<file path="config.mk">
export PLATFORM = sky130hd
export DESIGN_NAME = vidmem_arbiter
export DESIGN_NICKNAME = d
export VERILOG_FILES = /design/src/rtl/vidmem_arb_pkg.sv /design/src/rtl/vidmem_prio_pick.sv /design/src/rtl/vidmem_net_addr.sv /design/src/rtl/vidmem_rd_return.sv /design/src/rtl/vidmem_arbiter.sv
export SDC_FILE = /design/constraint.sdc
export NUM_CORES = 1
export LEC_CHECK = 0
export ABC_CLOCK_PERIOD_IN_PS = 3500
export BUFFER_PORTS_ARGS = -buffer_cell sky130_fd_sc_hd__buf_4
export CORE_UTILIZATION = 40
export DETAILED_ROUTE_END_ITERATION = 8
export HOLD_SLACK_MARGIN = 0.12
export PLACE_DENSITY = 0.79
export REMOVE_ABC_BUFFERS = 1
export SETUP_SLACK_MARGIN = 0.4
export SLEW_MARGIN = 20
export SYNTH_ARGS = -nofsm -noshare
export SYNTH_HDL_FRONTEND = slang
export SYNTH_SLANG_ARGS = --single-unit
</file>
<file path="constraint.sdc">
create_clock -name clk -period 3.5 [get_ports clk]
set_input_delay 1.05 -clock clk [delete_from_list [all_inputs] [get_ports clk]]
set_output_delay 1.05 -clock clk [all_outputs]
set_load 0.03 [all_outputs]
</file>
<file path="src/rtl/vidmem_arb_pkg.sv">
package vidmem_arb_pkg;

    // Requester slots, in priority order (lowest index wins)
    localparam int unsigned NUM_PORTS = 3;
    localparam int unsigned SLOT_DSP  = 0;
    localparam int unsigned SLOT_NET  = 1;
    localparam int unsigned SLOT_DMA  = 2;

    typedef enum logic [1:0] {
        SRC_NONE = 2'd0,
        SRC_DSP  = 2'd1,
        SRC_NET  = 2'd2,
        SRC_DMA  = 2'd3
    } src_e;

    function automatic src_e onehot_to_src(input logic [NUM_PORTS-1:0] oh);
        src_e s;
        s = SRC_NONE;
        if (oh[SLOT_DSP])      s = SRC_DSP;
        else if (oh[SLOT_NET]) s = SRC_NET;
        else if (oh[SLOT_DMA]) s = SRC_DMA;
        return s;
    endfunction

endpackage

</file>
<file path="src/rtl/vidmem_prio_pick.sv">
module vidmem_prio_pick #(
    parameter int unsigned N = 3
) (
    input  logic [N-1:0] req,
    input  logic [N-1:0] block,
    output logic [N-1:0] pick
);
    logic [N-1:0] elig;
    logic [N:0]   taken;

    assign elig     = req & ~block;
    assign taken[0] = 1'b0;

    // Ripple chain: slot i wins when it is eligible and no lower slot won
    for (genvar i = 0; i < N; i++) begin : g_slot
        assign pick[i]    = elig[i] & ~taken[i];
        assign taken[i+1] = taken[i] | elig[i];
    end

endmodule

</file>
<file path="src/rtl/vidmem_net_addr.sv">
module vidmem_net_addr #(
    parameter int unsigned ADDR_W        = 18,
    parameter int unsigned LINE_W        = 8,
    parameter int unsigned OFFS_W        = 7,
    parameter int unsigned WORDS_PER_ROW = 80,
    parameter int unsigned NET_BASE      = 19200
) (
    input  logic [LINE_W-1:0] line,
    input  logic              field,
    input  logic [OFFS_W-1:0] offs,
    output logic [ADDR_W-1:0] addr
);
    localparam logic [ADDR_W-1:0] BASE_A = ADDR_W'(NET_BASE);
    localparam logic [ADDR_W-1:0] ROW_A  = ADDR_W'(WORDS_PER_ROW);

    logic [ADDR_W-1:0] row;

    always_comb begin
        // Interleaved frame row: two fields per line number
        row  = ADDR_W'({line, field});
        addr = BASE_A + row * ROW_A + ADDR_W'(offs);
    end

endmodule

</file>
<file path="src/rtl/vidmem_rd_return.sv">
module vidmem_rd_return #(
    parameter int unsigned DATA_W = 16
) (
    input  logic              clk,
    input  logic              rst_n,
    input  logic              capture,
    input  logic [DATA_W-1:0] sram_rdata,
    output logic              rvalid,
    output logic [DATA_W-1:0] rdata
);
    typedef struct packed {
        logic              vld;
        logic [DATA_W-1:0] dat;
    } ret_t;

    ret_t ret_d, ret_q;

    always_comb begin
        ret_d     = ret_q;
        ret_d.vld = capture;
        if (capture) begin
            ret_d.dat = sram_rdata;
        end
    end

    always_ff @(posedge clk) begin
        if (!rst_n) begin
            ret_q <= '0;
        end else begin
            ret_q <= ret_d;
        end
    end

    assign rvalid = ret_q.vld;
    assign rdata  = ret_q.dat;

    // read word returned one cycle after the grant
    p_valid_after_grant_r8: assert property (@(posedge clk) disable iff (!rst_n)
        capture |=> rvalid);
    p_data_after_grant_r8: assert property (@(posedge clk) disable iff (!rst_n)
        capture |=> (rdata == $past(sram_rdata)));
    p_valid_single_r8: assert property (@(posedge clk) disable iff (!rst_n)
        !capture |=> !rvalid);

endmodule

</file>
<file path="src/rtl/vidmem_arbiter.sv">
module vidmem_arbiter
    import vidmem_arb_pkg::*;
#(
    parameter int unsigned ADDR_W       = 18,
    parameter int unsigned DATA_W       = 16,
    parameter int unsigned LINE_W       = 8,
    parameter int unsigned PIX_PER_LINE = 320,
    parameter int unsigned PIX_PER_WORD = 4,
    parameter int unsigned NET_BASE     = 19200,
    localparam int unsigned WORDS_PER_ROW = PIX_PER_LINE / PIX_PER_WORD,
    localparam int unsigned OFFS_W        = $clog2(WORDS_PER_ROW)
) (
    input  logic              clk,
    input  logic              rst_n,
    input  logic              dsp_req,
    input  logic [ADDR_W-1:0] dsp_addr,
    output logic              dsp_gnt,
    output logic              dsp_rvalid,
    output logic [DATA_W-1:0] dsp_rdata,
    input  logic              net_req,
    input  logic [LINE_W-1:0] net_line,
    input  logic              net_field,
    input  logic [OFFS_W-1:0] net_offs,
    input  logic [DATA_W-1:0] net_wdata,
    output logic              net_ack,
    input  logic              dma_req,
    input  logic [ADDR_W-1:0] dma_addr,
    input  logic [DATA_W-1:0] dma_wdata,
    output logic              dma_ack,
    output logic [ADDR_W-1:0] sram_addr,
    output logic [DATA_W-1:0] sram_wdata,
    input  logic [DATA_W-1:0] sram_rdata,
    output logic              sram_we_n,
    output logic              sram_oe_n
);
    typedef struct packed {
        logic [NUM_PORTS-1:0] gnt;
        logic [ADDR_W-1:0]    addr;
        logic [DATA_W-1:0]    wdata;
        logic                 we_n;
        logic                 oe_n;
    } bus_t;

    bus_t st_d, st_q;

    logic [NUM_PORTS-1:0] req_vec;
    logic [NUM_PORTS-1:0] pick;
    logic [ADDR_W-1:0]    net_addr;
    src_e                 win;

    assign req_vec[SLOT_DSP] = dsp_req;
    assign req_vec[SLOT_NET] = net_req;
    assign req_vec[SLOT_DMA] = dma_req;

    // A port served last cycle is blocked so a held request is not served twice
    vidmem_prio_pick #(.N(NUM_PORTS)) u_pick (
        .req   (req_vec),
        .block (st_q.gnt),
        .pick  (pick)
    );

    vidmem_net_addr #(
        .ADDR_W        (ADDR_W),
        .LINE_W        (LINE_W),
        .OFFS_W        (OFFS_W),
        .WORDS_PER_ROW (WORDS_PER_ROW),
        .NET_BASE      (NET_BASE)
    ) u_net_addr (
        .line  (net_line),
        .field (net_field),
        .offs  (net_offs),
        .addr  (net_addr)
    );

    always_comb begin
        win        = onehot_to_src(pick);
        st_d       = st_q;
        st_d.gnt   = pick;
        st_d.we_n  = 1'b1;
        st_d.oe_n  = 1'b1;
        unique case (win)
            SRC_DSP: begin
                st_d.addr = dsp_addr;
                st_d.oe_n = 1'b0;
            end
            SRC_NET: begin
                st_d.addr  = net_addr;
                st_d.wdata = net_wdata;
                st_d.we_n  = 1'b0;
            end
            SRC_DMA: begin
                st_d.addr  = dma_addr;
                st_d.wdata = dma_wdata;
                st_d.we_n  = 1'b0;
            end
            default: ;
        endcase
    end

    always_ff @(posedge clk) begin
        if (!rst_n) begin
            st_q.gnt   <= '0;
            st_q.addr  <= '0;
            st_q.wdata <= '0;
            st_q.we_n  <= 1'b1;
            st_q.oe_n  <= 1'b1;
        end else begin
            st_q <= st_d;
        end
    end

    assign dsp_gnt    = st_q.gnt[SLOT_DSP];
    assign net_ack    = st_q.gnt[SLOT_NET];
    assign dma_ack    = st_q.gnt[SLOT_DMA];
    assign sram_addr  = st_q.addr;
    assign sram_wdata = st_q.wdata;
    assign sram_we_n  = st_q.we_n;
    assign sram_oe_n  = st_q.oe_n;

    vidmem_rd_return #(.DATA_W(DATA_W)) u_ret (
        .clk        (clk),
        .rst_n      (rst_n),
        .capture    (dsp_gnt),
        .sram_rdata (sram_rdata),
        .rvalid     (dsp_rvalid),
        .rdata      (dsp_rdata)
    );

    // one access per cycle
    p_one_grant_r4: assert property (@(posedge clk) disable iff (!rst_n)
        $onehot0({dsp_gnt, net_ack, dma_ack}));
    // no port served in two consecutive cycles
    p_no_regrant_dsp_r5: assert property (@(posedge clk) disable iff (!rst_n)
        dsp_gnt |=> !dsp_gnt);
    p_no_regrant_net_r5: assert property (@(posedge clk) disable iff (!rst_n)
        net_ack |=> !net_ack);
    p_no_regrant_dma_r5: assert property (@(posedge clk) disable iff (!rst_n)
        dma_ack |=> !dma_ack);
    // an eligible display request is always served next
    p_dsp_first_r2: assert property (@(posedge clk) disable iff (!rst_n)
        (dsp_req && !dsp_gnt) |=> dsp_gnt);
    // network beats DMA when the display is silent
    p_net_over_dma_r3: assert property (@(posedge clk) disable iff (!rst_n)
        (net_req && !net_ack && !dsp_req) |=> net_ack);
    // write strobe only for write ports
    p_we_only_write_r6: assert property (@(posedge clk) disable iff (!rst_n)
        !sram_we_n |-> ((net_ack || dma_ack) && sram_oe_n));
    // output enable only for display reads
    p_oe_only_read_r7: assert property (@(posedge clk) disable iff (!rst_n)
        !sram_oe_n |-> (dsp_gnt && sram_we_n));
    p_ack_has_we_r6: assert property (@(posedge clk) disable iff (!rst_n)
        (net_ack || dma_ack) |-> !sram_we_n);
    // DMA address passes unchanged
    p_dma_addr_r10: assert property (@(posedge clk) disable iff (!rst_n)
        (dma_req && !dma_ack && !dsp_req && !net_req) |=>
        (dma_ack && sram_addr == $past(dma_addr)));

endmodule

</file>
==> reports/metrics.cfg <==
[power]
p_leak_nw=2.36
vdd_ir_drop_max_v=0.000192
power.density_nw_per_um2=391

[detailed_routing]
routed_via_density=5.18
vias=3529
drc_errors=0
postRouteAntennaNets=0
dr.first_iter.drc_count=91
wl_um=10200
first_pass_iters=5
wl_per_cell_um=15.0

[synthesis]
yosysWarnings=0
yosysSeqAreaShare=0.331
synth-edff-count=0
syn_area_um2=3390
syn-mean-instance-area_um2=8.94
synth_cells=379
netlist-cell-type-count=64
ys.flop_type=dfxtp_1
ys_seq_elements=56
synthArstFlopShare=0

[sta]
skew_ns=0.0113
fmax_ghz=0.301
maxSlewHeadroom=0.350
slew_violations=0
worst_pin_slew_ns=0.971
rsz0062_at_grt=true
hold_viol=0
fin_setup_tns_ns=0
finalCriticalPeriod_ns=3.33
min_period_over_period=0.950
setup_viol=0

[placement]
gp_congestion=0.840
place_area_um2=4950
hpwl_um=7600
io_buffers=160

[die]
fp.dieH_um=94.0
io_pins=161
start_util=0.412
die_area_um2=8840
core_area_um2=8220
rows=33
die_w_um=94.0

[final_layout]
num-fill-cells=636
antennaDiodeCount=0
seqCellArea_um2=1120
drive_above_1_share=0.467
multiInputGateArea_um2=2380
design_area_um2=5360
fin_nets=701
syn2layout_area_growth_pct=58.1

[clock_network]
cts_root_buf=clkbuf_8
cts_tree=yes
htree_num_levels=2
clk_pin_slew_ns=0.11
cts_sinks=56
clockBufferDepth=2
cts_buffers=5
clk_latency_ns=0.31

[setup_path]
crit_chain=buf_8, ha_4, ha_4, fa_2, a211oi_4, nor2_2, buf_4, o32ai_4, xor2_2, o2111ai_2, buf_4, a41oi_2, nand3_1
max_stage_delay_ns=0.42
path_delay_family=adder cells
cp_max_fo=4
start_kind=input pin
critPathArrivalTime_ns=3.53
cp-end-kind=flop
crit_buf_inv=3
worst_path_max_delay_cell=fa_2
critical_path_required_ns=3.71
critical_path_class=input pin to flop

[grt]
grt_pass1_vias=3355
grt_max_degree=55
overflow=0
grt_pass1_wl_um=15000
grt_antenna_before_repair=0
grtUsageTotal=0.214

[flow_run]
max_cap_violations=0

[worst_hold_path]
worstHoldPathType=flop to flop

[status]
status=complete, no violations

==> metrics by stage <==
step,utilization,hold WS (ns),setup WS [ns],power [mW],std cells
2_1_floorplan,-,0.583,-0.156,1.22,357
3_3_place_gp,0.602,0.445,-0.305,1.57,665
3_5_place_dp,0.602,0.453,-0.429,1.59,665
4_1_cts,0.638,0.468,0.204,2.03,678
5_1_grt,0.652,0.493,0.121,2.20,681
6_report,0.652,0.469,0.174,2.09,681
==> layer usage <==
metal  up-vias  track usage  wire length, µm
li1       1776            -                -
met1      1626        0.236             4170
met2       108        0.417             5350
met3        19       0.0332              513
met4         0       0.0603              180
met5         -            0                0
==> layout make-up <==
type,count,area share
sequential,56,0.209
multi-input combinational,295,0.445
inverter,6,0.00420
timing repair buffer,211,0.299
clock inverter,3,0.00514
tap,105,0.0245
clock buffer,5,0.0128
==> cell usage after synthesis (all sizes together) (2+ instances only) <==
master | number | share of area
mux2 | 4 | 0.013
a21o | 3 | 0.0066
nand2b | 5 | 0.010
xnor2 | 6 | 0.016
a211oi | 5 | 0.019
nor2 | 14 | 0.016
a211o | 3 | 0.0081
nor2b | 22 | 0.041
o21a | 6 | 0.013
nand4 | 2 | 0.0037
a21boi | 17 | 0.038
a21oi | 13 | 0.020
nand3 | 5 | 0.0089
nor3 | 6 | 0.0089
buf | 8 | 0.014
mux2i | 17 | 0.050
a31oi | 6 | 0.011
dfxtp | 56 | 0.33
nand2 | 42 | 0.047
inv | 6 | 0.0066
fa | 2 | 0.012
and2 | 3 | 0.0055
a22oi | 24 | 0.053
nor3b | 3 | 0.0081
o221a | 2 | 0.0066
clkbuf | 14 | 0.016
xor2 | 5 | 0.015
ha | 19 | 0.070
o211ai | 4 | 0.0089
nor4 | 2 | 0.0037
or2 | 3 | 0.0055
a2111o | 2 | 0.0066
o21ai | 34 | 0.050
==> power breakdown <==
part           internal, mW  switching, mW
sequential            0.688         0.0254
clock                 0.147          0.224
combinational         0.498          0.512
total                  1.33          0.762
==> state kept, by name, summed over array words and instances (netlist names) <==
name,flops
dsp_gnt,1
sram_we_n,1
u_ret.rdata,16
dma_ack,1
net_ack,1
sram_wdata,16
u_ret.rvalid,1
sram_oe_n,1
sram_addr,18
==> cell usage in the layout (no fill, tap or decap), types with 2 or more instances in the layout <==
cell | Yosys | routed
o21ai_0 | 29 | 29
a2111o_1 | 2 | 2
a21boi_1 | 3 | 3
o221a_2 | 2 | 2
buf_6 | 1 | 3
o21a_1 | 6 | 6
xor2_1 | 4 | 4
a22oi_1 | 24 | 24
or2_2 | 2 | 2
mux2i_1 | 17 | 17
inv_1 | 6 | 6
nor3b_1 | 2 | 2
nor3_1 | 6 | 5
mux2_2 | 4 | 4
o21ai_1 | 5 | 3
o21ai_2 | 0 | 2
nand2_1 | 42 | 42
a211o_1 | 2 | 2
nor2_1 | 13 | 8
nor4_2 | 0 | 2
buf_4 | 1 | 207
a21o_1 | 3 | 3
nor2b_1 | 22 | 21
ha_4 | 0 | 6
ha_1 | 19 | 12
xnor2_1 | 6 | 4
nand4_1 | 2 | 2
nand3_2 | 1 | 2
a21boi_0 | 14 | 14
a31oi_1 | 6 | 5
o211ai_1 | 4 | 4
nand2b_1 | 4 | 4
nor2_2 | 1 | 4
nor2_4 | 0 | 2
clkbuf_8 | 0 | 5
a211oi_4 | 1 | 4
dfxtp_1 | 56 | 56
and2_1 | 3 | 2
nand3_1 | 4 | 3
a21oi_1 | 12 | 11
==> timing repair <==
action | in CTS | in global routing
endpoints found under the hold margin | 0 | 0
pin swaps | 18 | 16
hold buffers | 0 | 0
setup buffers | 5 | 3
gates resized for setup | 27 | 16
endpoints found under the setup margin | 8 | 8
==> final timing paths <==
| kind | endpoint | slack (ns) | start | cells after the start |
|---|---|---|---|---|
| setup / recovery | sram_addr[15]$_SDFFE_PN0P_ | 0.17 | net_line[2] | 13 |
| hold / removal | sram_wdata[15]$_SDFFE_PN0N_ | 0.47 | sram_wdata[15]$_SDFFE_PN0N_ | 2 |
| setup reg to reg | sram_wdata[11]$_SDFFE_PN0N_ | 1.19 | dsp_gnt$_SDFF_PN0_ | 6 |
| hold reg to reg | sram_wdata[15]$_SDFFE_PN0N_ | 0.47 | sram_wdata[15]$_SDFFE_PN0N_ | 2 |
==> worst register-to-register path, stage by stage, from the launching register on <==
cell	delay, ns
dfxtp_1	0.31
buf_4	0.21
nor2b_2	0.35
nor2_2	0.24
nor2_1	0.80
nand2_1	0.11
a21boi_0	0.21
==> cells by family after synthesis <==
logic type | share of synthesized area
compound gates | 0.283
xor+xnor | 0.0373
buf+inv | 0.0362
fa+ha+maj | 0.0820
flops | 0.331
mux | 0.0635
simple gates | 0.167
(Power assumes the default switching activity.)
